[src/rtl/gsm_pkg.sv]
package gsm_pkg;

    // Controller states of the serial master
    typedef enum logic [1:0] {
        ST_OFF   = 2'd0,  // block disabled
        ST_IDLE  = 2'd1,  // enabled, waiting for a queued word
        ST_LEAD  = 2'd2,  // serial clock low half
        ST_TRAIL = 2'd3   // serial clock high half
    } gsm_state_e;

endpackage

[src/rtl/gsm_baud_gen.sv]
module gsm_baud_gen #(
    parameter int BAUD_W = 16
) (
    input  logic              clk,
    input  logic              rst_n,
    input  logic              run,
    input  logic [BAUD_W-1:0] reload,
    output logic              tick
);

    logic [BAUD_W-1:0] cnt_q;

    // A tick marks the end of one half period of the serial clock
    assign tick = run && (cnt_q == '0);

    always_ff @(posedge clk or negedge rst_n) begin
        if (!rst_n) begin
            cnt_q <= '0;
        end else if (!run || tick) begin
            cnt_q <= reload;
        end else begin
            cnt_q <= cnt_q - 1'b1;
        end
    end

    // With a non-zero reload two ticks never follow each other
    AST_TICK_SPACING: assert property (@(posedge clk) disable iff (!rst_n)
        (tick && (reload != '0)) |=> !tick);

endmodule

[src/rtl/gsm_hold_buf.sv]
module gsm_hold_buf #(
    parameter int DATA_W = 16
) (
    input  logic              clk,
    input  logic              rst_n,
    input  logic              en,
    input  logic              wr,
    input  logic [DATA_W-1:0] wr_word,
    input  logic              take,
    output logic              full,
    output logic [DATA_W-1:0] word,
    output logic              overrun
);

    always_ff @(posedge clk or negedge rst_n) begin
        if (!rst_n) begin
            full    <= 1'b0;
            word    <= '0;
            overrun <= 1'b0;
        end else if (!en) begin
            full    <= 1'b0;
            overrun <= 1'b0;
        end else begin
            if (wr) begin
                word <= wr_word;
                full <= 1'b1;
                if (full && !take) begin
                    overrun <= 1'b1;
                end
            end else if (take) begin
                full <= 1'b0;
            end
        end
    end

    AST_TAKE_NEEDS_FULL: assert property (@(posedge clk) disable iff (!rst_n)
        take |-> full);

    AST_TAKE_EMPTIES: assert property (@(posedge clk) disable iff (!rst_n)
        (en && take && !wr) |=> !full);

    AST_WRITE_FILLS: assert property (@(posedge clk) disable iff (!rst_n)
        (en && wr) |=> full);

    AST_OVR_STICKY: assert property (@(posedge clk) disable iff (!rst_n)
        (en && overrun) |=> overrun);

    AST_OFF_CLEARS: assert property (@(posedge clk) disable iff (!rst_n)
        !en |=> (!full && !overrun));

endmodule

[src/rtl/gsm_frame_fsm.sv]
module gsm_frame_fsm
    import gsm_pkg::*;
#(
    parameter int DATA_W = 16,
    parameter int LEN_W  = 4
) (
    input  logic              clk,
    input  logic              rst_n,
    input  logic              en,
    input  logic [LEN_W-1:0]  len_m1,
    input  logic              tick,
    input  logic              buf_full,
    input  logic [DATA_W-1:0] buf_word,
    input  logic              sdi,
    output logic              run,
    output logic              take,
    output logic              sck,
    output logic              sdo,
    output logic [DATA_W-1:0] rx_word,
    output logic              rx_strobe
);

    localparam logic [LEN_W:0] W_ONE = (LEN_W+1)'(1);
    localparam logic [LEN_W:0] W_TWO = (LEN_W+1)'(2);

    gsm_state_e        state_q, state_d;
    logic [LEN_W:0]    wdt;
    logic [LEN_W-1:0]  bit_cnt;
    logic              last_bit;
    logic              frame_end;
    logic [DATA_W-1:0] tx_sh;
    logic [DATA_W-1:0] tx_nxt;
    logic [DATA_W-1:0] rx_sh;
    logic [DATA_W-1:0] rx_mask;

    // Effective frame width, at least two bits
    assign wdt       = (len_m1 == '0) ? W_TWO : ({1'b0, len_m1} + W_ONE);
    assign last_bit  = ({1'b0, bit_cnt} == (wdt - W_ONE));
    assign frame_end = (state_q == ST_TRAIL) && tick && last_bit;
    assign run       = (state_q == ST_LEAD) || (state_q == ST_TRAIL);
    assign take      = en && buf_full && ((state_q == ST_IDLE) || frame_end);
    assign tx_nxt    = tx_sh << 1;

    // Receive mask: one bit per data position below the frame width
    for (genvar gi = 0; gi < DATA_W; gi++) begin : g_mask
        localparam logic [LEN_W:0] BIT_IDX = (LEN_W+1)'(gi);
        assign rx_mask[gi] = (BIT_IDX < wdt);
    end

    // State register
    always_ff @(posedge clk or negedge rst_n) begin
        if (!rst_n) begin
            state_q <= ST_OFF;
        end else begin
            state_q <= state_d;
        end
    end

    // Next-state logic
    always_comb begin
        state_d = state_q;
        if (!en) begin
            state_d = ST_OFF;
        end else begin
            unique case (state_q)
                ST_OFF: begin
                    state_d = ST_IDLE;
                end
                ST_IDLE: begin
                    if (buf_full) begin
                        state_d = ST_LEAD;
                    end
                end
                ST_LEAD: begin
                    if (tick) begin
                        state_d = ST_TRAIL;
                    end
                end
                ST_TRAIL: begin
                    if (tick) begin
                        if (!last_bit || buf_full) begin
                            state_d = ST_LEAD;
                        end else begin
                            state_d = ST_IDLE;
                        end
                    end
                end
                default: begin
                    state_d = ST_OFF;
                end
            endcase
        end
    end

    // Output and datapath registers
    always_ff @(posedge clk or negedge rst_n) begin
        if (!rst_n) begin
            sck       <= 1'b0;
            sdo       <= 1'b0;
            bit_cnt   <= '0;
            tx_sh     <= '0;
            rx_sh     <= '0;
            rx_word   <= '0;
            rx_strobe <= 1'b0;
        end else if (!en) begin
            sck       <= 1'b0;
            sdo       <= 1'b0;
            bit_cnt   <= '0;
            tx_sh     <= '0;
            rx_sh     <= '0;
            rx_strobe <= 1'b0;
        end else begin
            rx_strobe <= 1'b0;
            if (take) begin
                tx_sh   <= buf_word;
                sdo     <= buf_word[wdt-W_ONE];
                bit_cnt <= '0;
            end
            if ((state_q == ST_LEAD) && tick) begin
                sck   <= 1'b1;
                rx_sh <= {rx_sh[DATA_W-2:0], sdi};
            end
            if ((state_q == ST_TRAIL) && tick) begin
                sck <= 1'b0;
                if (!last_bit) begin
                    tx_sh   <= tx_nxt;
                    sdo     <= tx_nxt[wdt-W_ONE];
                    bit_cnt <= bit_cnt + 1'b1;
                end else begin
                    rx_word   <= rx_sh & rx_mask;
                    rx_strobe <= 1'b1;
                    if (!buf_full) begin
                        sdo <= 1'b0;
                    end
                end
            end
        end
    end

    AST_IDLE_SCK_LOW: assert property (@(posedge clk) disable iff (!rst_n)
        ((state_q == ST_IDLE) || (state_q == ST_OFF)) |-> !sck);

    AST_SCK_ON_TICK: assert property (@(posedge clk) disable iff (!rst_n)
        (en && !tick) |=> $stable(sck));

    AST_STROBE_PULSE: assert property (@(posedge clk) disable iff (!rst_n)
        rx_strobe |=> !rx_strobe);

    AST_OFF_QUIET: assert property (@(posedge clk) disable iff (!rst_n)
        !en |=> (!sck && !sdo && !rx_strobe));

endmodule

[src/rtl/gapless_spi_master.sv]
module gapless_spi_master #(
    parameter int DATA_W = 16,
    parameter int BAUD_W = 16,
    parameter int LEN_W  = $clog2(DATA_W)
) (
    input  logic              clk,
    input  logic              rst_n,
    input  logic              en,
    input  logic [LEN_W-1:0]  frame_len_m1,
    input  logic [BAUD_W-1:0] baud_reload,
    input  logic              tx_wr,
    input  logic [DATA_W-1:0] tx_word,
    input  logic              sdi,
    output logic              sck,
    output logic              sdo,
    output logic              tx_empty,
    output logic              tx_overrun,
    output logic [DATA_W-1:0] rx_word,
    output logic              rx_strobe
);

    logic              run;
    logic              tick;
    logic              take;
    logic              buf_full;
    logic [DATA_W-1:0] buf_word;

    gsm_baud_gen #(
        .BAUD_W (BAUD_W)
    ) u_baud (
        .clk    (clk),
        .rst_n  (rst_n),
        .run    (run),
        .reload (baud_reload),
        .tick   (tick)
    );

    gsm_hold_buf #(
        .DATA_W (DATA_W)
    ) u_hold (
        .clk     (clk),
        .rst_n   (rst_n),
        .en      (en),
        .wr      (tx_wr),
        .wr_word (tx_word),
        .take    (take),
        .full    (buf_full),
        .word    (buf_word),
        .overrun (tx_overrun)
    );

    gsm_frame_fsm #(
        .DATA_W (DATA_W),
        .LEN_W  (LEN_W)
    ) u_fsm (
        .clk       (clk),
        .rst_n     (rst_n),
        .en        (en),
        .len_m1    (frame_len_m1),
        .tick      (tick),
        .buf_full  (buf_full),
        .buf_word  (buf_word),
        .sdi       (sdi),
        .run       (run),
        .take      (take),
        .sck       (sck),
        .sdo       (sdo),
        .rx_word   (rx_word),
        .rx_strobe (rx_strobe)
    );

    assign tx_empty = !buf_full;

endmodule

[config.mk]
export PLATFORM = sky130hd
export DESIGN_NAME = gapless_spi_master
export DESIGN_NICKNAME = d
export VERILOG_FILES = /design/src/rtl/gsm_pkg.sv /design/src/rtl/gsm_baud_gen.sv /design/src/rtl/gsm_hold_buf.sv /design/src/rtl/gsm_frame_fsm.sv /design/src/rtl/gapless_spi_master.sv
export SDC_FILE = /design/constraint.sdc
export NUM_CORES = 1
export LEC_CHECK = 0
export ABC_CLOCK_PERIOD_IN_PS = 3800
export BUFFER_PORTS_ARGS = -buffer_cell sky130_fd_sc_hd__buf_2
export CORE_MARGIN = 2
export CORE_UTILIZATION = 34
export DETAILED_ROUTE_END_ITERATION = 10
export HOLD_SLACK_MARGIN = 0.08
export PLACE_DENSITY = 0.59
export SYNTH_ARGS = -nofsm -noshare
export SYNTH_HDL_FRONTEND = slang
export SYNTH_SLANG_ARGS = --single-unit
[constraint.sdc]
create_clock -name clk -period 3.8 [get_ports clk]
set_clock_uncertainty 0.2 [all_clocks]
set_input_delay 0.38 -clock clk [delete_from_list [all_inputs] [get_ports clk]]
set_output_delay 0.38 -clock clk [all_outputs]
set_load 0.03 [all_outputs]
==> results.md <==
* Arrival time at the worst endpoint at between 3000 and 4000 ps
* Area of the multi-input gates at around 2300 sq um
* Die height at roughly 120 um
* Setup TNS at 0 ps
* Root Driver: clkbuf_16
* Clock transition at path regs at around 60 ps
* Global Route Usage Sum at roughly 16%
* PwrDens at ~420 nW/um^2
* ANT nets after route at 0
* Syn avg cell area at around 9.9 sq um
* Predominant post-synthesis flop cell: dfrtp_1
* DPL Wire Length at 7670 um
* Vias in the first global route at roughly 3700
* Placed cells at approximately 710
* Post-CTS setup buffers at 0
* Leakage power at roughly 2.7 nW
* Fill count at approximately 1400
* Total number of vias at around 3700
* Die span in x at around 120 um
* CTS Hold Buffers Added at 34
* Number of flops mapped to enable cells by yosys at 0
* Layout cells sized above 1 at a little under a quarter
* Synth warn at 0
* Congestion Overflow GR at 0
* Final setup violation count at 0
* FF/Latch Area at ~2300 sq um
* Fmax at around 0.30 GHz
* DRC viols at 0
* Total CTS buffers at 9
* Slew Limit Headroom at a little under a third
* CP max FO at 15
* H-tree levels at 3
* Crit share post-route at 87.0%
* Initial antenna violation count at 0
* Core footprint at about 14000 sq um
* Cell Count, Final, Fillers Out at 757
* Yosys reg bits at 90
* Initial core utilization at roughly a third
* Tightest Hold Check Type: in -> reg
* Ys async rst share at 100%
* Worst skew pair latency at approximately 350 ps
* Synth Cell Area at between 4000 and 5000 sq um
* Endpoint class of the critical path: flip-flop
* Nets at 618
* Die area at about 15000 sq um
* Largest net degree at the start of global routing at 72
* Row Count at 43
* Crit Path Category: in -> reg
* Sequential area share after synthesis at between 40% and 50%
* Mapped Cells at 480
* IO buf count at 61
* Worst setup SP type: input pin
* Status: completed
* Syn_nets at between 500 and 600
* Post-layout minimum cycle time at around 3300 ps
* CTS tree: built
* N_diodes at 0
* First-pass GRT wire length at between 15000 and 20000 um
* Clock Tree Buf Depth at 2
* Synth-to-Final Area Change at 25.2%
* RSZ-0062 raised after global routing: false
* I/O pins at 62
* Drt total wl at 10900 um
* Gpl congestion at 0.810
* Max Transition Viols Final at 0
* CP Data Required Time at around 3900 ps
* Cts repair resizes at 0
* 1st-iter DRT viols at between 200 and 250
* Worst VDD drop at about 0.00021 V
* Clk sink count at 90
* Routed len/inst at roughly 14 um
* Via density at just under 5
* Yosys cell types at 54
* Maxcap violations at 0
* Worst-Margin Slew at around 1000 ps
* TritonRoute pass-1 iters at 5
* Hold Fails Final Rpt at 0
==> routing by layer <==
layer | vias up | track usage [%] | routed length (um)
met2 | 83 | 24.8 | 5100
met4 | 0 | 4.09 | 145
li1 | 1854 | - | -
met5 | - | 0 | 0
met3 | 11 | 5.07 | 532
met1 | 1797 | 21.0 | 5090
==> registers in the layout (all words and copies together) (netlist names) <==
| register | cells |
|---|---|
| u_hold.word | 16 |
| u_fsm.rx_word | 16 |
| u_fsm.sdo | 1 |
| u_fsm.rx_strobe | 1 |
| u_baud.cnt_q | 16 |
| u_fsm.bit_cnt | 4 |
| u_fsm.state_q | 2 |
| u_fsm.tx_sh | 15 |
| u_hold.full | 1 |
| u_fsm.rx_sh | 16 |
| u_fsm.sck | 1 |
| u_hold.overrun | 1 |
==> Yosys cell counts (2+ instances only) <==
library cell | number | area share (%)
dfrtp_1 | 90 | 47
nand3_1 | 8 | 0.84
nor2b_1 | 6 | 0.79
a32oi_1 | 2 | 0.37
nand3b_1 | 2 | 0.32
mux2i_1 | 29 | 6.1
o211ai_1 | 2 | 0.32
clkbuf_1 | 15 | 1.2
nor3_1 | 7 | 0.74
mux2_1 | 3 | 0.71
buf_4 | 4 | 0.63
or2_2 | 3 | 0.39
or3_1 | 2 | 0.26
nor3b_1 | 3 | 0.47
mux2_4 | 2 | 0.63
mux2_2 | 23 | 5.4
buf_2 | 6 | 0.63
o2bb2ai_1 | 15 | 2.8
ha_1 | 5 | 1.3
or3_4 | 2 | 0.47
and3_1 | 5 | 0.66
xor2_1 | 2 | 0.37
a21oi_1 | 28 | 2.9
a31oi_1 | 8 | 1.1
o21ai_0 | 26 | 2.7
nand2_1 | 94 | 7.4
nand2b_1 | 5 | 0.66
mux4_2 | 2 | 0.95
nor4_1 | 2 | 0.26
nor2_1 | 18 | 1.4
xnor2_1 | 19 | 3.5
inv_1 | 17 | 1.3
a21boi_0 | 2 | 0.32
nand4_1 | 2 | 0.26
nor3_2 | 2 | 0.42
==> power breakdown <==
part	switching (W)	internal [W]	total (W)
sequential	0.0000673	0.00102	0.00109
clock	0.000375	0.000679	0.00105
combinational	0.000182	0.000169	0.000351
==> cell families (layout without fill, tap and decap cells) <==
logic type / count (synthesis) / count (layout) / synth area share (%)
fa+ha+maj: 5 / 5 / 1.32
compound gates: 95 / 95 / 12.6
buf+inv: 44 / 141 / 4.29
simple gates: 165 / 165 / 16.4
mux: 59 / 59 / 13.8
xor+xnor: 22 / 22 / 4.21
flops: 90 / 90 / 47.4
==> cell type report <==
cell class	instances	area share, %
Multi-Input combinational cell	346	38.8
Sequential cell	90	37.9
Timing Repair Buffer	108	12.5
Clock buffer	12	4.31
Tap cell	180	3.79
Clock inverter	4	1.64
Inverter	17	1.07
==> critical path: stages <==
cell	delay [ps]
buf_2	130
inv_1	50
ha_1	150
nor3b_1	310
or2_2	190
inv_1	50
ha_1	320
xnor2_1	140
o41ai_1	70
nor3_1	160
and2_1	230
nand2b_1	190
nor2_1	790
o2bb2ai_1	200
==> through the flow <==
step / hold WS, ps / setup slack [ps] / instance area [sq um] / power [W] / utilization (%)
4_1_cts: 84.7 / 501 / 5950 / 0.00252 / 43.2
5_1_grt: 103 / 190 / 5950 / 0.00262 / 43.2
3_5_place_dp: 274 / 141 / 5260 / 0.00143 / 38.2
6_report: 96.2 / 495 / 5950 / 0.00250 / 43.2
3_3_place_gp: 263 / 240 / 5260 / 0.00142 / 38.2
2_1_floorplan: -116 / 47.3 / 4760 / 0.00132 / -
==> worst paths after layout <==
kind                                    end  slack (ps)        startpoint  depth (start not counted)
setup / recovery             u_fsm.tx_sh[9]         490   frame_len_m1[1]                         14
min in group asynchronous  u_fsm.rx_word[3]         510             rst_n                          2
setup reg to reg             u_fsm.tx_sh[9]         660   u_baud.cnt_q[7]                          7
hold / removal             u_baud.cnt_q[10]         100   baud_reload[10]                          3
max in group asynchronous    u_hold.overrun        2080             rst_n                          3
hold reg to reg            u_fsm.rx_word[6]         280  u_fsm.rx_word[6]                          1
==> placed cells by master, fill, tap and decap left out, drive strengths merged, types with 2 or more instances in the layout <==
| cell type | count |
|---|---|
| ha | 5 |
| nand2b | 5 |
| mux2 | 28 |
| o2bb2ai | 15 |
| inv | 17 |
| or3 | 4 |
| xnor2 | 20 |
| xor2 | 2 |
| dfrtp | 90 |
| nor2 | 19 |
| buf | 74 |
| o21ai | 27 |
| nand3 | 9 |
| and3 | 5 |
| nand4 | 2 |
| nor4 | 2 |
| a21oi | 29 |
| a32oi | 2 |
| or2 | 3 |
| nor2b | 6 |
| mux4 | 2 |
| a31oi | 8 |
| nor3b | 3 |
| dlygate4sd3 | 34 |
| bufinv | 3 |
| o211ai | 2 |
| nor3 | 9 |
| mux2i | 29 |
| clkbuf | 12 |
| nand3b | 2 |
| nand2 | 94 |
| a21boi | 2 |
Power figures use the tool's default switching activity.
